### src/rtl/uart_special_char_watch.sv
module uart_special_char_watch #(
  parameter int CHAR_W = 8,
  parameter int LVL_W  = 5
) (
  input  logic              clk,
  input  logic              rst_n,
  input  logic              rx_strobe,
  input  logic [CHAR_W-1:0] rx_char,
  input  logic [1:0]        word_len,
  input  logic              spec_en,
  input  logic [3:0]        flow_mode,
  input  logic [CHAR_W-1:0] cmp_char,
  input  logic [LVL_W-1:0]  fifo_level,
  input  logic [LVL_W-1:0]  trig_level,
  input  logic              flag_clr,
  output logic              fifo_push,
  output logic [CHAR_W-1:0] fifo_data,
  output logic              spec_flag,
  output logic              xoff_req,
  output logic              xon_req
);
  localparam int MIN_BITS = CHAR_W - 3;

  logic [CHAR_W-1:0] len_mask;
  logic              active, hit, above, below, paused;

  always_comb begin
    len_mask = '0;
    for (int i = 0; i < CHAR_W; i++)
      len_mask[i] = (i < MIN_BITS + int'(word_len));
  end

  assign fifo_push = rx_strobe;
  assign fifo_data = rx_char;
  assign active    = spec_en && (flow_mode == 4'd0);
  assign hit       = rx_strobe && active && ((rx_char & len_mask) == (cmp_char & len_mask));
  assign above     = fifo_level > trig_level;
  assign below     = fifo_level < trig_level;

  always_ff @(posedge clk or negedge rst_n)
    if (!rst_n)        spec_flag <= 1'b0;
    else if (hit)      spec_flag <= 1'b1;
    else if (flag_clr) spec_flag <= 1'b0;

  always_ff @(posedge clk or negedge rst_n)
    if (!rst_n) begin
      paused   <= 1'b0;
      xoff_req <= 1'b0;
      xon_req  <= 1'b0;
    end else begin
      xoff_req <= !paused && above;
      xon_req  <= paused && below;
      if (!paused && above)     paused <= 1'b1;
      else if (paused && below) paused <= 1'b0;
    end


  match_sets_flag_chk: assert property (@(posedge clk) disable iff (!rst_n) hit |=> spec_flag);

  flag_needs_mode_chk: assert property (@(posedge clk) disable iff (!rst_n)
    $rose(spec_flag) |-> $past(rx_strobe && spec_en && flow_mode == 4'd0));

  clear_drops_flag_chk: assert property (@(posedge clk) disable iff (!rst_n) (flag_clr && !hit) |=> !spec_flag);

  xoff_single_chk: assert property (@(posedge clk) disable iff (!rst_n) xoff_req |=> !xoff_req);

  xoff_cause_chk: assert property (@(posedge clk) disable iff (!rst_n) $rose(xoff_req) |-> $past(above));

  xon_cause_chk: assert property (@(posedge clk) disable iff (!rst_n) $rose(xon_req) |-> $past(below));

  xon_single_chk: assert property (@(posedge clk) disable iff (!rst_n) xon_req |=> !xon_req);
endmodule

### config.mk
export PLATFORM = sky130hd
export DESIGN_NAME = uart_special_char_watch
export DESIGN_NICKNAME = d
export VERILOG_FILES = /design/src/rtl/uart_special_char_watch.sv
export SDC_FILE = /design/constraint.sdc
export NUM_CORES = 1
export LEC_CHECK = 0
export ABC_AREA = 1
export ABC_CLOCK_PERIOD_IN_PS = 1300
export BUFFER_PORTS_ARGS = -buffer_cell sky130_fd_sc_hd__buf_2
export CORE_MARGIN = 2
export CORE_UTILIZATION = 37
export DETAILED_ROUTE_END_ITERATION = 6
export PLACE_DENSITY = 0.84
export RECOVER_POWER = 25
export SLEW_MARGIN = 30
export SYNTH_ARGS = -nofsm -noshare
export SYNTH_HDL_FRONTEND = slang
export SYNTH_SLANG_ARGS = --single-unit
export TNS_END_PERCENT = 50
### constraint.sdc
create_clock -name clk -period 1.3 [get_ports clk]
set_clock_uncertainty 0.1 [all_clocks]
set_input_delay 0.065 -clock clk [delete_from_list [all_inputs] [get_ports clk]]
set_output_delay 0.065 -clock clk [all_outputs]
set_load 0.02 [all_outputs]
Word level (Yosys, flattened, before mapping)
Index checks and enable logic that the tools add are counted.

cells by class
  mux-type cells = 4
  equality and inequality tests = 1
  bitwise logic cells = 2
  $add $sub $neg = 1
  reductions and logical operators = 9
  magnitude comparators = 10

operators by type and width
  cell                   count
  $lt A4 B32 Y1 const A  3
  $lt A3 B32 Y1 const A  2
  $lt A1 B32 Y1 const A  1
  $lt A2 B32 Y1 const A  1
  $and A8 B8 Y8          2
  $eq A8 B8 Y1           1
  $gt A5 B5 Y1           1
  $logic_and A1 B1 Y1    5
  $lt A5 B5 Y1           1
  $add A3 B2 Y4 const A  1
  $logic_not A4 Y1       1
  $lt A3 B4 Y1 const A   1
  $mux W1                4
  $reduce_bool A2 Y1     2
  $logic_not A1 Y1       1

storage, ports and cells
  input bits = 37
  register bits = 4

Depth between registers and ports, before layout
Gate-level depths: netlist of the first run.

  depth after elaboration = 6
  mapped depth = 8
  depth with buffers taken out = 8

Worst setup path before layout of the first run
No wires, ideal clock.

  kind = input -> register
  start = input trig_level[4]
  end = register paused
  setup time = 0.119 ns
  cell stages on the path = 7
  arrival time = 0.772 ns
  buffers on the path = 0
  setup slack = 0.309 ns
  cells stage by stage = inv_1 > ha_1 > nand2_2 > nor2_2 > nand2_1 > o211ai_2 > o21a_1

between the ends
  longest elaborated chain between the ends = 3
  elaborated cells between the ends (all ways) = 6
  classes of those cells = order compare: 2; mux: 1; reduce/logical: 3

RTL lines
  element                                        line    RTL
  start, declared                                14      input logic [LVL_W-1:0] trig_level,
  $gt A5 B5 Y1 or $lt A5 B5 Y1 (tied branches)   37, 38
  $logic_and A1 B1 Y1, on equally long branches  53, 54
  $mux W1 or $reduce_bool A2 Y1 (tied branches)  -
  end signal, assigned                           47      paused <= 1'b0;
  end signal, assigned                           53      if (!paused && above) paused <= 1'b1;
  end signal, assigned                           54      else if (paused && below) paused <= 1'b0;
  end, declared                                  25      logic active, hit, above, below, paused;

Parallel ways exist; a longest one is shown, timed or not.
A chain may end at the register's enable or synchronous reset.

Final worst setup path of the first run
  start = register spec_flag
  end = output spec_flag

RTL lines
  element                 line  RTL
  start, declared         18    output logic spec_flag,
  start signal, assigned  41    if (!rst_n) spec_flag <= 1'b0;
  start signal, assigned  42    else if (hit) spec_flag <= 1'b1;
  start signal, assigned  43    else if (flag_clr) spec_flag <= 1'b0;

No word-level cell between the ends.

==> results of run 1 <==
[power breakdown]
| part | internal, mW | switching (mW) | leakage, nW |
|---|---|---|---|
| Sequential | 0.138 | 0.00502 | 0.0519 |
| Combinational | 0.0947 | 0.107 | 0.425 |
| Clock | 0.103 | 0.0433 | 0.0138 |
[what timing repair did]
item | in CTS | in global routing
hold endpoints to repair | 5 | 0
resized for setup | 0 | 0
hold buffers | 2 | 0
[layout by cell type, fill, tap and decap left out]
master	instances
dfrtp_1	4
nand2_1	21
o21a_1	1
a21oi_1	2
nand3_1	2
nor3_1	1
o211ai_2	1
nor2_2	1
clkbuf_1	2
dlygate4sd3_1	2
buf_2	46
nand2_2	2
ha_1	5
inv_1	17
o21ai_0	3
nor2_1	12
clkbuf_4	3
xnor2_1	1
[flip-flops by register name, summed over array words and instances (netlist names)]
| name | cells |
|---|---|
| paused | 1 |
| xoff_req | 1 |
| spec_flag | 1 |
| xon_req | 1 |
[final cells by class]
cell class                      count  area, um^2  area share [%]
Inverter                           17        63.8            8.66
Timing Repair Buffer               50         258            35.0
Tap cell                           15        18.8            2.55
Sequential cell                     4         100            13.6
Multi-Input combinational cell     52         274            37.2
Clock buffer                        3        22.5            3.06
[worst paths after layout]
| path | endpoint | depth (start not counted) | from |
|---|---|---|---|
| worst max-delay path | spec_flag | 1 | spec_flag |
| worst min-delay path | spec_flag | 4 | word_len[1] |
| worst max register to register | paused | 1 | paused |
| worst min register to register | xoff_req | 1 | paused |
| max in group asynchronous | xoff_req | 2 | rst_n |
| min in group asynchronous | spec_flag | 2 | rst_n |
[routing by layer]
metal / global-route usage, % / routed length [um]
met5: 0 / 0
met4: 7.50 / 4
met3: 4.89 / 153
met2: 26.2 / 469
met1: 11.6 / 357
[kinds of logic after synthesis]
kind of cell,after synthesis
buffers and inverters,26
AOI/OAI and AO/OA,7
adders and majority gates,5
DFF,4
and+or+nand+nor,39
xor gates and xnor gates,1
==> flow_summary.yaml, run 1 <==
status:
  outcome: "finished clean"
synth:
  synth_compound_area_share_pct: 8.91
  yosysUniqueCellTypes: 15
  ys_warn_count: 0
  ys_top_cells_by_area: "dfrtp_1 (20%), nand2_1 (16%), buf_4 (13%)"
  synth-simple-area-share_pct: 31.2
  synth.area.mux_share_pct: 0
  synth_fa_ha_area_share_pct: 12.4
  synth_top_area_share_pct: 19.8
  synth_top_cell_by_area: "dfrtp_1"
  syn_area_per_cell_um2: 6.16
  synth_seq_cells: 4
  synth_flop_cell: "dfrtp_1"
  synth-xor-area-share_pct: 1.73
  syn_nets: 124
  yosysMostFrequentCell: "nand2_1"
  synthCells: 82
  synth-edff-count: 0
  netlist_top_cells_count: "nand2_1 (21), inv_1 (17), nor2_1 (12)"
  yosysSeqAreaShare_pct: 19.8
  syn_area_um2: 505
  async_flop_share_pct: 100
  synth_top_family_by_area: "simple AND/OR/NAND/NOR gates"
sta:
  finalCriticalPeriod_ns: 0.911
  slew_violations: 0
  setup_ws_ns: 0.389
  rsz0062_at_grt: "no"
  worst_slew_margin_rel_pct: 83.7
  tns_ns: 0
  fin_crit_sh_pct: 70.1
  fmax_mhz: 1100
  hold_violations: 0
  whs_ns: 0.0271
  tightest_slew_ns: 0.245
  setup_viol_count_final: 0
worst_setup_path:
  cp-end-kind: "output pin"
  critPathMaxFanout: 2
  reg2reg_slack_ns: 0.52
  worstSetupPathType: "reg2out"
  setup.worst_path.start_class: "flop"
  crit_chain: "buf_2"
  crit_path_max_incr_delay_ns: 0.36
  worstPathRequired_ns: 1.13
  crit_slowest_cell: "dfrtp_1"
  critPathBufInv: 1
  worstPathArrival_ns: 0.75
  crit_family: "flip-flops"
cts:
  cts_tree: "done"
  cts_buffers: 3
  cts_num_sinks: 4
  h-tree-depth: 1
  clk_latency_ns: 0.23
  postCtsSetupBuffers: 0
  root_buffer: "clkbuf_4"
  cts.path.max_buffers: 2
  clkTransAtPathRegs_ns: 0.03
worst_hold_path:
  holdCritPathClass: "in2reg"
finish:
  diodes: 0
  fin_cells: 141
  area_delta_synth_final_pct: 45.8
  finish.net_count: 170
  finalInstanceArea_um2: 737
  drive_above_1_share_pct: 42.1
  fill_cells: 130
  fin_util_pct: 57.4
floorplanning:
  initial_core_util_pct: 39.3
  die_w_um: 41.0
  dieArea_mm2: 0.00168
  num_io_pins: 49
  rows: 13
  die_h_um: 41.0
  design.core.area_mm2: 0.00128
job:
  cap_violations: 0
route:
  drt-vias-per-instance: 4.27
  vias: 602
  ant_nets: 0
  first_iter_violations: 1
  drc: 0
  routed_wl_um: 984
  drtPass1Iterations: 2
  wire_per_inst_um: 6.98
global_routing:
  grt-ovfl-total: 0
  grt_max_degree: 5
  grt_pass1_vias: 445
  grt_first_pass_wirelength_um: 1460
  grtUsageTotal_pct: 13.5
  antenna_found_initial: 0
power_and_ir_drop:
  p_leak_nw: 0.491
  total_power_mw: 0.490
  ir_worst_vdd_uv: 361
  power_density_mw_per_mm2: 666
placed_design:
  place_ws_ns: 0.160
  dp_cells: 136
  io_buffer_count: 48
  routabilityCongestion: 0.605
  dpl.hpwl_um: 911
  place_area_um2: 697
Note: power is estimated with default switching activity, not from simulation.
==> run 2, diff against run 1 <==
ABC_AREA = 0   (was 1)
ABC_CLOCK_PERIOD_IN_PS = 850   (was 1300)
CORE_UTILIZATION = 32   (was 37)
PLACE_DENSITY = 0.78   (was 0.84)
clock period = 0.85 ns   (was 1.3 ns; I/O delays follow)
==> run 2 against run 1 <==
Effect of this change: first-iteration DRC count rose to 4.0 times the previous value; design area fell by 1.0%; critical path type is now in2reg; critical endpoint is now xon_req; via count fell by 16%; power rose by 59%; sequential share of layout area rose by 0.14 points; utilization fell by 1.3 points; the flow now finishes with violations (setup timing).
==> flow_summary.yaml, run 2 <==
status:
  outcome: "finished, violations left"
  failed_checks: "setup timing"
global_routing:
  grt_max_degree: 5
  grt_first_pass_wirelength_um: 1390
  grtUsageTotal_pct: 13.2
  grt_pass1_vias: 430
  grt-ovfl-total: 0
  antenna_found_initial: 0
synth:
  synth-edff-count: 0
  ys_top_cells_by_area: "dfrtp_1 (23%), buf_4 (15%), ha_1 (14%)"
  synth_seq_cells: 4
  synth-simple-area-share_pct: 14.7
  synthCells: 52
  synth_top_family_by_area: "buffers and inverters"
  netlist_top_cells_count: "buf_4 (9), inv_1 (6), ha_1 (5), xnor2_1 (5)"
  syn_area_um2: 442
  yosysMostFrequentCell: "buf_4"
  ys_warn_count: 0
  synth_compound_area_share_pct: 12.2
  syn_area_per_cell_um2: 8.49
  async_flop_share_pct: 100
  syn_nets: 94
  synth-xor-area-share_pct: 15.9
  synth_fa_ha_area_share_pct: 14.2
  synth_top_cell_by_area: "dfrtp_1"
  yosysSeqAreaShare_pct: 22.7
  synth_top_area_share_pct: 22.7
  synth.area.mux_share_pct: 0
  yosysUniqueCellTypes: 19
  synth_flop_cell: "dfrtp_1"
floorplanning:
  die_w_um: 41.2
  rows: 13
  num_io_pins: 49
  initial_core_util_pct: 33.9
  die_h_um: 41.2
  design.core.area_mm2: 0.00130
  dieArea_mm2: 0.00169
placed_design:
  dpl.hpwl_um: 909
  place_area_um2: 658
  place_ws_ns: -0.427
  io_buffer_count: 48
  routabilityCongestion: 0.604
  dp_cells: 106
finish:
  mostFrequentLayoutCells: "buf_2 (44), inv_1 (5), xnor2_1 (5)"
  seq_area_um2: 100
  area_delta_synth_final_pct: 65.2
  fin_cells: 111
  layout_commonest_cell: "buf_2"
  multi_input_area_um2: 272
  finish.net_count: 140
  finalInstanceArea_um2: 729
  fill_cells: 115
  drive_above_1_share_pct: 56.3
  fin_util_pct: 56.1
  diodes: 0
cts:
  clkTransAtPathRegs_ns: 0.04
  postCtsSetupBuffers: 0
  cts_buffers: 3
  h-tree-depth: 1
  cts.path.max_buffers: 2
  cts_num_sinks: 4
  cts_tree: "done"
  clk_latency_ns: 0.23
  root_buffer: "clkbuf_4"
worst_setup_path:
  ff2ff_path_depth: 2
  critPathMaxFanout: 3
  setup.worst_path.start_class: "input pin"
  cp-end-kind: "flop"
  worstPathRequired_ns: 0.92
  worstPathArrival_ns: 1.00
  worstSetupPathType: "in2reg"
sta:
  whs_ns: 0.00129
  fin_crit_sh_pct: 110
  finalCriticalPeriod_ns: 0.931
  tightest_slew_ns: 0.237
  hold_violations: 0
  setup_viol_count_final: 6
  tns_ns: -0.313
  slew_violations: 0
  worst_slew_margin_rel_pct: 84.1
  rsz0062_at_grt: "yes"
  setup_ws_ns: -0.0814
  fmax_mhz: 1070
worst_hold_path:
  whs_path_depth: 4
  holdCritPathClass: "in2reg"
power_and_ir_drop:
  total_power_mw: 0.780
  ir_worst_vdd_uv: 725
  power_density_mw_per_mm2: 1070
  p_leak_nw: 0.408
route:
  drt-vias-per-instance: 4.55
  first_iter_violations: 4
  drtPass1Iterations: 2
  ant_nets: 0
  wire_per_inst_um: 9.48
  vias: 505
  drc: 0
  routed_wl_um: 1050
job:
  cap_violations: 0
-- run 2: where the power goes --
group	total [mW]	switching (mW)	internal [mW]
combinational	0.328	0.157	0.171
clock	0.236	0.0778	0.158
sequential	0.216	0.00595	0.210
-- run 2: kinds of logic (layout without fill, tap and decap cells) --
| kind of cell | Yosys count | in the layout |
|---|---|---|
| DFF | 4 | 4 |
| adders and majority gates | 5 | 5 |
| AOI/OAI and AO/OA | 8 | 8 |
| and+or+nand+nor | 12 | 12 |
| buffers and inverters | 15 | 59 |
| xor gates and xnor gates | 8 | 8 |
-- run 2: critical path, stage by stage --
cell      delay, ns
buf_8          0.11
inv_12         0.04
ha_4           0.18
nor2b_4        0.12
o21a_1         0.17
o211ai_2       0.18
and3_1         0.17
-- run 2: metal layers --
metal  GRT usage (%)  wire (um)  part of all wire [%]
met5               0          0                     0
met4            4.84          0                     0
met3            8.15        212                    20
met2            26.6        531                    50
met1            9.48        308                    29
-- run 2: final timing paths --
check                              startpoint   endpoint  slack (ns)
worst max-delay path            trig_level[1]    xon_req       -0.08
worst max register to register         paused   xoff_req        0.03
worst min-delay path             flow_mode[2]  spec_flag       0.001
worst min register to register         paused    xon_req        0.43
min in group asynchronous               rst_n  spec_flag        0.07
max in group asynchronous               rst_n   xoff_req        0.40
-- run 2: repair_timing --
action                                 in CTS  in global routing
endpoints found under the hold margin       5                  0
setup endpoints to repair                   6                  6
pin swaps                                   5                  3
gates cloned                                0                  0
gates resized for setup                     6                  2
hold buffers                                2                  0
-- run 2: layout make-up --
cell class	count	area share [%]
Clock buffer	3	3.09
Sequential cell	4	13.7
Multi-Input combinational cell	33	37.2
Tap cell	15	2.57
Inverter	6	4.80
Timing Repair Buffer	50	38.6
